<file path="config.mk">
export PLATFORM = sky130hd
export DESIGN_NAME = ssfr_seq
export DESIGN_NICKNAME = d
export VERILOG_FILES = /design/src/rtl/ssfr_pkg.sv /design/src/rtl/ssfr_ramp.sv /design/src/rtl/ssfr_ctrl.sv /design/src/rtl/ssfr_gate.sv /design/src/rtl/ssfr_seq.sv
export SDC_FILE = /design/constraint.sdc
export NUM_CORES = 1
export LEC_CHECK = 0
export ABC_AREA = 1
export BUFFER_PORTS_ARGS = -buffer_cell sky130_fd_sc_hd__buf_2
export CORE_UTILIZATION = 63
export DETAILED_ROUTE_END_ITERATION = 8
export MAX_ROUTING_LAYER = met4
export PLACE_DENSITY = 0.86
export SLEW_MARGIN = 15
export SYNTH_ARGS = -nofsm -noshare
export SYNTH_HDL_FRONTEND = slang
export SYNTH_HIERARCHICAL = 1
export SYNTH_SLANG_ARGS = --single-unit
</file>
<file path="constraint.sdc">
create_clock -name clk -period 5.39 [get_ports clk]
set_input_delay 1.078 -clock clk [delete_from_list [all_inputs] [get_ports clk]]
set_output_delay 1.078 -clock clk [all_outputs]
set_load 0.02 [all_outputs]
</file>
<file path="src/rtl/ssfr_pkg.sv">
package ssfr_pkg;

   typedef enum logic [2:0] {
      RC_HOLD,
      RC_CHARGE,
      RC_FULL,
      RC_FAST,
      RC_SLOW
   } ramp_cmd_e;

   typedef enum logic [2:0] {
      ST_WAIT,
      ST_SOFT,
      ST_RUN,
      ST_FLAG,
      ST_FAST,
      ST_SLOW
   } seq_state_e;

endpackage

</file>
<file path="src/rtl/ssfr_ramp.sv">
module ssfr_ramp
   import ssfr_pkg::*;
#(
   parameter int RAMP_W      = 10,
   parameter int CHG_STEP    = 4,
   parameter int FAST_STEP   = 32,
   parameter int SLOW_STEP   = 2,
   parameter int TOP_CODE    = 998,
   parameter int MID_CODE    = 716,
   parameter int LOW_CODE    = 51
) (
   input  logic              clk,
   input  logic              rst_n,
   input  ramp_cmd_e         cmd,
   output logic [RAMP_W-1:0] ramp_q
);

   localparam int XW = RAMP_W + 1;
   localparam logic [XW-1:0] TOP_X  = XW'(TOP_CODE);
   localparam logic [XW-1:0] MID_X  = XW'(MID_CODE);
   localparam logic [XW-1:0] LOW_X  = XW'(LOW_CODE);
   localparam logic [XW-1:0] CHG_X  = XW'(CHG_STEP);
   localparam logic [XW-1:0] FAST_X = XW'(FAST_STEP);
   localparam logic [XW-1:0] SLOW_X = XW'(SLOW_STEP);

   logic [XW-1:0] cur_x;
   logic [XW-1:0] nxt_x;

   assign cur_x = {1'b0, ramp_q};

   always_comb begin
      nxt_x = cur_x;
      case (cmd)
         RC_CHARGE: nxt_x = (cur_x + CHG_X >= TOP_X) ? TOP_X : cur_x + CHG_X;
         RC_FULL:   nxt_x = {1'b0, {RAMP_W{1'b1}}};
         RC_FAST:   nxt_x = (cur_x >= MID_X + FAST_X) ? cur_x - FAST_X : MID_X;
         RC_SLOW:   nxt_x = (cur_x >= LOW_X + SLOW_X) ? cur_x - SLOW_X : LOW_X;
         default:   nxt_x = cur_x;
      endcase
   end

   always_ff @(posedge clk or negedge rst_n) begin
      if (!rst_n) ramp_q <= '0;
      else        ramp_q <= nxt_x[RAMP_W-1:0];
   end

endmodule

</file>
<file path="src/rtl/ssfr_ctrl.sv">
module ssfr_ctrl
   import ssfr_pkg::*;
#(
   parameter int RAMP_W      = 10,
   parameter int SS_END_CODE = 716,
   parameter int LR_OFF_CODE = 998,
   parameter int RETRY_CODE  = 51,
   parameter int FLT_LEN     = 16
) (
   input  logic              clk,
   input  logic              rst_n,
   input  logic              start_ok,
   input  logic              fault_any,
   input  logic              enc_present,
   input  logic              sec_mode,
   input  logic [RAMP_W-1:0] ramp_q,
   output ramp_cmd_e         cmd,
   output logic              active,
   output logic              flt_ind,
   output logic              lr_en
);

   localparam int CW = (FLT_LEN > 1) ? $clog2(FLT_LEN) : 1;
   localparam logic [CW-1:0]     CNT_LAST = CW'(FLT_LEN - 1);
   localparam logic [RAMP_W-1:0] MID_V    = RAMP_W'(SS_END_CODE);
   localparam logic [RAMP_W-1:0] TOP_V    = RAMP_W'(LR_OFF_CODE);
   localparam logic [RAMP_W-1:0] LOW_V    = RAMP_W'(RETRY_CODE);

   seq_state_e    st_q, st_d;
   logic [CW-1:0] cnt_q, cnt_d;
   logic          lr_off_q, lr_off_d;
   logic          retry_now;

   assign active    = (st_q == ST_SOFT) || (st_q == ST_RUN);
   assign flt_ind   = (st_q == ST_FLAG);
   assign retry_now = (st_q == ST_SLOW) && (ramp_q == LOW_V);
   assign lr_en     = !lr_off_q && !enc_present;

   always_comb begin
      st_d  = st_q;
      cnt_d = cnt_q;
      cmd   = RC_HOLD;
      case (st_q)
         ST_WAIT: if (start_ok) st_d = ST_SOFT;
         ST_SOFT, ST_RUN: begin
            if (fault_any) begin
               st_d  = ST_FLAG;
               cnt_d = '0;
               cmd   = RC_FULL;
            end else begin
               cmd = RC_CHARGE;
               if (st_q == ST_SOFT && ramp_q >= MID_V) st_d = ST_RUN;
            end
         end
         ST_FLAG: begin
            cnt_d = cnt_q + 1'b1;
            if (cnt_q == CNT_LAST) st_d = ST_FAST;
         end
         ST_FAST: begin
            cmd = RC_FAST;
            if (ramp_q == MID_V) st_d = ST_SLOW;
         end
         ST_SLOW: begin
            cmd = RC_SLOW;
            if (ramp_q == LOW_V) st_d = ST_WAIT;
         end
         default: st_d = ST_WAIT;
      endcase
   end

   // regulator lock: any cause sets it, only a retry clears it
   always_comb begin
      lr_off_d = lr_off_q;
      if (retry_now)
         lr_off_d = 1'b0;
      else if (enc_present
               || (active && ramp_q >= TOP_V)
               || (active && sec_mode && ramp_q >= MID_V))
         lr_off_d = 1'b1;
   end

   always_ff @(posedge clk or negedge rst_n) begin
      if (!rst_n) begin
         st_q     <= ST_WAIT;
         cnt_q    <= '0;
         lr_off_q <= 1'b0;
      end else begin
         st_q     <= st_d;
         cnt_q    <= cnt_d;
         lr_off_q <= lr_off_d;
      end
   end

endmodule

</file>
<file path="src/rtl/ssfr_gate.sv">
module ssfr_gate #(
   parameter bit VSL_LATCH = 1'b1
) (
   input  logic clk,
   input  logic rst_n,
   input  logic active,
   input  logic fault_any,
   input  logic vsl_hit,
   input  logic cycle_start,
   output logic gate_en
);

   logic cut;

   generate
      if (VSL_LATCH) begin : g_latch
         logic cut_q;
         always_ff @(posedge clk or negedge rst_n) begin
            if (!rst_n)           cut_q <= 1'b0;
            else if (cycle_start) cut_q <= 1'b0;
            else if (vsl_hit)     cut_q <= 1'b1;
         end
         assign cut = cut_q;
      end else begin : g_level
         assign cut = 1'b0;
      end
   endgenerate

   assign gate_en = active && !fault_any && !vsl_hit && !cut;

endmodule

</file>
<file path="src/rtl/ssfr_seq.sv">
module ssfr_seq
   import ssfr_pkg::*;
#(
   parameter int RAMP_W      = 10,
   parameter int CHG_STEP    = 4,
   parameter int FAST_STEP   = 32,
   parameter int SLOW_STEP   = 2,
   parameter int SS_END_CODE = 716,
   parameter int LR_OFF_CODE = 998,
   parameter int RETRY_CODE  = 51,
   parameter int FLT_LEN     = 16,
   parameter bit VSL_LATCH   = 1'b1
) (
   input  logic              clk,
   input  logic              rst_n,
   input  logic              vcc_ok_lr,
   input  logic              vcc_ok_tc,
   input  logic              vcc_uv,
   input  logic              vin_uv,
   input  logic              oc_trip,
   input  logic              enc_lost,
   input  logic              enc_present,
   input  logic              mode_trickle,
   input  logic              sec_mode,
   input  logic              vsl_hit,
   input  logic              cycle_start,
   output logic              gate_en,
   output logic              flt_ind,
   output logic              lr_en,
   output logic [RAMP_W-1:0] ramp
);

   localparam int RAMP_MAX = (1 << RAMP_W) - 1;

   generate
      if (RAMP_W < 4 || RAMP_W > 16) begin : g_bad_width
         $error("ssfr_seq: RAMP_W out of range");
      end
      if (!(RETRY_CODE < SS_END_CODE && SS_END_CODE < LR_OFF_CODE
            && LR_OFF_CODE < RAMP_MAX)) begin : g_bad_codes
         $error("ssfr_seq: codes must rise retry < end < timeout < full scale");
      end
      if (CHG_STEP < 1 || FAST_STEP < 1 || SLOW_STEP < 1
          || SS_END_CODE + FAST_STEP > RAMP_MAX) begin : g_bad_steps
         $error("ssfr_seq: step sizes out of range");
      end
      if (FLT_LEN < 2) begin : g_bad_pulse
         $error("ssfr_seq: FLT_LEN must be at least 2");
      end
   endgenerate

   ramp_cmd_e cmd;
   logic      active;
   logic      start_ok;
   logic      fault_any;

   // R1 start gating, R6 fault sources
   assign start_ok  = (mode_trickle ? vcc_ok_tc : vcc_ok_lr) && !vcc_uv && !vin_uv;
   assign fault_any = oc_trip || vin_uv || vcc_uv || enc_lost;

   ssfr_ctrl #(
      .RAMP_W      (RAMP_W),
      .SS_END_CODE (SS_END_CODE),
      .LR_OFF_CODE (LR_OFF_CODE),
      .RETRY_CODE  (RETRY_CODE),
      .FLT_LEN     (FLT_LEN)
   ) u_ctrl (
      .clk         (clk),
      .rst_n       (rst_n),
      .start_ok    (start_ok),
      .fault_any   (fault_any),
      .enc_present (enc_present),
      .sec_mode    (sec_mode),
      .ramp_q      (ramp),
      .cmd         (cmd),
      .active      (active),
      .flt_ind     (flt_ind),
      .lr_en       (lr_en)
   );

   ssfr_ramp #(
      .RAMP_W    (RAMP_W),
      .CHG_STEP  (CHG_STEP),
      .FAST_STEP (FAST_STEP),
      .SLOW_STEP (SLOW_STEP),
      .TOP_CODE  (LR_OFF_CODE),
      .MID_CODE  (SS_END_CODE),
      .LOW_CODE  (RETRY_CODE)
   ) u_ramp (
      .clk    (clk),
      .rst_n  (rst_n),
      .cmd    (cmd),
      .ramp_q (ramp)
   );

   ssfr_gate #(
      .VSL_LATCH (VSL_LATCH)
   ) u_gate (
      .clk         (clk),
      .rst_n       (rst_n),
      .active      (active),
      .fault_any   (fault_any),
      .vsl_hit     (vsl_hit),
      .cycle_start (cycle_start),
      .gate_en     (gate_en)
   );

endmodule

</file>
Yosys cells after proc, flatten, opt, wreduce, memory -nomap -nowiden --
Cells that the tools add are included.
Word-level totals: bits in registers 19, input bits 13, output and inout bits 13, word-level logic and storage cells 84
Operators by class: $add $sub $neg 4, magnitude comparators 5, equal/unequal tests 18, mux-type cells 20, reduce and logical (&&, ||, !) cells 32
Operators by type and width (count):
- $pmux W10 S4 | 1
- $ge A10 B10 Y1 const B | 3
- $mux W10 | 3
- $mux W3 | 6
- $pmux W3 S5 | 1
- $eq A3 B2 Y1 const B | 4
- $add A10 B3 Y11 const B | 1
- $ge A11 B10 Y1 const B | 1
- $logic_and A1 B1 Y1 | 11
- $eq A10 B10 Y1 const B | 1
- $eq A10 B6 Y1 const B | 1
- $ge A10 B6 Y1 const B | 1
- $sub A10 B2 Y10 const B | 1
- $sub A10 B6 Y10 const B | 1
- $eq A3 B3 Y1 const B | 3
- $pmux W3 S3 | 1
- $pmux W4 S2 | 1
- $logic_not A1 Y1 | 7
- $eq A3 B1 Y1 const B | 2
- $logic_or A1 B1 Y1 | 6
- $ne A2 B1 Y1 const B | 3
- $reduce_bool A2 Y1 | 3
- $mux W1 | 5
- $reduce_and A5 Y1 | 1
- 10 further kinds | 11

Logic depth before layout (Yosys ltp) --
word-level depth 7, gate-level depth with buffers 16, depth with buffers taken out 16

Modules after synthesis --
Netlist, hierarchy kept.
Modules (own cells, without submodules):
- ssfr_ramp | times used 1, cells each 193, area each 1241.2 um^2, sequential area each 250.2 um^2
- ssfr_ctrl | times used 1, cells each 106, area each 660.6 um^2, sequential area each 200.2 um^2
- ssfr_gate | times used 1, cells each 9, area each 57.6 um^2, sequential area each 25.0 um^2
- ssfr_seq | times used 1, cells each 8, area each 35.0 um^2, sequential area each 0.0 um^2

Least setup slack after synthesis --
Ideal clock, no wire load.
path type input -> output, start in vin_uv, end out gate_en, arrival 1.620 ns, required time 4.312 ns, slack 2.692 ns, stages on the path 5, buffers on the path 0, cell sequence nor2_2 nand2_1 clkinv_1 nand2_1 nor2_2
On the way: word-level cells in the longest chain between the ends 7
Ends and longest elaborated chain:
- start, declared | line ssfr_seq.sv:19 | input logic vin_uv,
- $logic_or A1 B1 Y1 (3 in a row) | line ssfr_seq.sv:59 | assign fault_any = oc_trip || vin_uv || vcc_uv || enc_lost;
- net fault_any | line ssfr_seq.sv:55 | logic fault_any;
- $logic_not A1 Y1 | line ssfr_gate.sv:29 | assign gate_en = active && !fault_any && !vsl_hit && !cut;
- $logic_and A1 B1 Y1 (3 in a row) | line ssfr_gate.sv:29
- end, declared | line ssfr_seq.sv:27 | output logic gate_en,
The timed path passes the listed nets, and every way through them passes these cells.

Worst setup path in the final report --
Ends and elaborated chain as after synthesis.

==> results by group <==
Status
  – Status: completed

Synthesis
  – Cells after synthesis: 316
  – Post-synth EDFFs: 0
  – Cell with the most instances after synthesis: nand2_1
  – Yosys warns: 6
  – Seq/Total Area, Yosys: 0.238
  – Yosys top cell by area: dfrtp_1
  – Synth top area share: 0.238
  – Post-synth top cells: nand2_1, nor2_1, nand3_1
  – #FFs+latches synth: 19
  – Predominant post-synthesis flop cell: dfrtp_1
  – Post-synth cell types: 29
  – Post-synthesis cell area: 1990 µm²
  – Post-synthesis area per instance: 6.31 µm²
  – Synth top area cells: dfrtp_1, nand2_1, nand3_1
  – Async S/R FF share, synth: 1.00
  – Net Count, Synth: 340

Worst setup path
  – Largest stage delay on the critical path: 0.16 ns
  – R2R Path Start: u_ctrl/st_q[1]$_DFFE_PN0P_
  – RR Endpoint: u_ramp/ramp_q[0]$_DFFE_PN0P_
  – Worst Setup SP: vin_uv
  – Critical Path End Type: output port
  – WS Path Type: in -> out
  – CP max stage cell: nand2_1
  – WP data arrival: 1.82 ns
  – Reg2reg setup slack: 3.14 ns
  – CP endpoint: gate_en
  – Startpoint types: primary input
  – Crit-path cells: buf_2, nor2_2, nand2_1, clkinv_1, nand2_1, nor2_2, buf_2
  – CP Max Fanout: 5
  – CP required: 4.31 ns
  – R2R cell count: 16

STA
  – Measured slew at the worst slew-check pin: 0.490 ns
  – Fmax: 0.346 GHz
  – RSZ-0062 raised after global routing: no
  – Tmin final: 2.89 ns
  – Final hold vios: 0
  – Slew margin rel.: 0.673
  – Final setup viols: 0
  – Final Cycle Share: 0.537
  – Setup TNS: 0 ns
  – Slew Viols, Final: 0
  – Final Skew: 0.0132 ns

Global routing
  – Overflow after GRT: 0
  – First-pass GRT wire length: 8.30 mm
  – Met2 Usage GRT: 0.519
  – GR Util met1: 0.439
  – Met3 Usage GRT: 0.0714
  – GR Util All Layers: 0.328
  – Number of global-route vias before repair: 1906
  – Largest net degree at the start of global routing: 20
  – Antenna violations before repair: 0
  – Grt peak-use layer: met2

Layout
  – Ant. Diodes: 0
  – Fill count: 293
  – Synth-to-Final Area Change: 9.22%
  – Nets: 367
  – Layout cells sized above 1: 0.225

Drt
  – DR pass1 iterations: 5
  – Vias: 2108
  – DRT iter0 DRCs: 163
  – Drt total wl: 4.90 mm
  – Drt wl/cell: 12.7 µm
  – ANT nets after route: 0
  – # DRC: 0
  – Drt via density: 5.46

Floorplan
  – Die area: 3390 µm²
  – Die X: 58.3 µm
  – Ports: 26
  – Core area: 3030 µm²
  – Die H: 58.3 µm
  – Initial Util: 0.659
  – # rows: 20

CTS
  – Root buf cell: clkbuf_4
  – Clock-pin slew on the worst setup and hold paths: 0.11 ns
  – Post-CTS sizing: 0
  – Clock tree from TritonCTS: built
  – Clock Latency Late Sink: 0.30 ns
  – H-tree depth: 1
  – Sink Count: 19
  – Hold-fix buffers at CTS: 0
  – CTS Buf Count: 3
  – CTS Buffer Depth: 2
  – # Post-CTS Setup Buffers: 0

Power and ir drop
  – Max IR drop VDD: 0.135 mV
  – Total power: 0.000226 W
  – PwrDens: 104 nW/µm²
  – Leak: 1.19 nW

Min path
  – HP Class: reg -> reg
  – Hold Path Depth: 2

Place
  – # port buffers: 25
  – Gpl congestion: 1.10
  – DP Wirelength: 3.80 mm

Run
  – Max-cap viol count: 0
[cell usage in the layout, fill, tap and decap left out, drive strengths merged, types with 4 or more instances in the layout]
cell type  synthesis  routed
inv               48      48
nand3             37      37
o21ai             13      13
a21oi             12      12
ha                11      11
buf                3      25
nand4              9       9
dfrtp             19      19
nand2             99      99
nor2              49      49
xor2               7       7
clkbuf             0       4
[worst max-delay path, delay by kind of cell]
| family | cells | cell delay [ns] |
|---|---|---|
| buffers and inverters | 3 | 0.34 |
| and+or+nand+nor | 4 | 0.40 |
[per-stage QoR]
step	std cells	worst slack, ns	area (µm²)	hold WS, ns	utilization
6_report	386	2.50	2180	0.515	0.719
3_5_place_dp	382	2.49	2150	0.493	0.711
3_3_place_gp	382	2.49	2150	0.479	0.711
2_1_floorplan	316	2.69	1990	0.460	-
4_1_cts	386	2.49	2180	0.520	0.719
5_1_grt	386	2.43	2180	0.540	0.719
[layer usage]
metal	up-vias	routed length, µm
li1	1054	-
met1	963	2140
met2	87	2300
met3	4	422
met4	0	40
met5	-	0
[area by class of cell]
cell class | instances | area (µm²) | area share
Tap cell | 44 | 55.1 | 0.0253
Sequential cell | 19 | 475 | 0.218
Clock buffer | 4 | 26.3 | 0.0121
Timing Repair Buffer | 25 | 125 | 0.0574
Multi-Input combinational cell | 245 | 1310 | 0.603
Inverter | 49 | 184 | 0.0844
[registers in the layout, indices dropped and copies added, names as in the netlist]
signal and cells:
u_ctrl/cnt_q 4, u_gate/cut 1, u_ctrl/lr_off_q 1, u_ramp/ramp_q 10, u_ctrl/st_q 3
[power breakdown]
part,internal [W],switching (W)
Combinational,0.00000424,0.00000592
Sequential,0.000143,0.000000279
Clock,0.0000288,0.0000434
Total,0.000176,0.0000496
[logic make-up (layout without fill, tap and decap cells)]
family                   count (synthesis)  in the layout  share of synthesized area
adder cells (fa/ha/maj)                 11             11                     0.0690
AO/OA/AOI/OAI                           29             29                     0.0885
flip-flops                              19             19                      0.238
XOR/XNOR                                 7              7                     0.0307
AND/OR/NAND/NOR                        198            198                      0.470
buffers and inverters                   52             78                      0.104
[how the worst min path moves through the flow]
stage                                start                     endpoint
6_report            u_gate/cut$_DFFE_PN0P_       u_gate/cut$_DFFE_PN0P_
5_1_grt        u_ctrl/cnt_q[0]$_DFFE_PN0P_  u_ctrl/cnt_q[0]$_DFFE_PN0P_
4_1_cts             u_gate/cut$_DFFE_PN0P_       u_gate/cut$_DFFE_PN0P_
3_5_place_dp        u_gate/cut$_DFFE_PN0P_       u_gate/cut$_DFFE_PN0P_
3_3_place_gp        u_gate/cut$_DFFE_PN0P_       u_gate/cut$_DFFE_PN0P_
2_1_floorplan       u_gate/cut$_DFFE_PN0P_       u_gate/cut$_DFFE_PN0P_
Note: power is estimated with default switching activity, not from simulation.
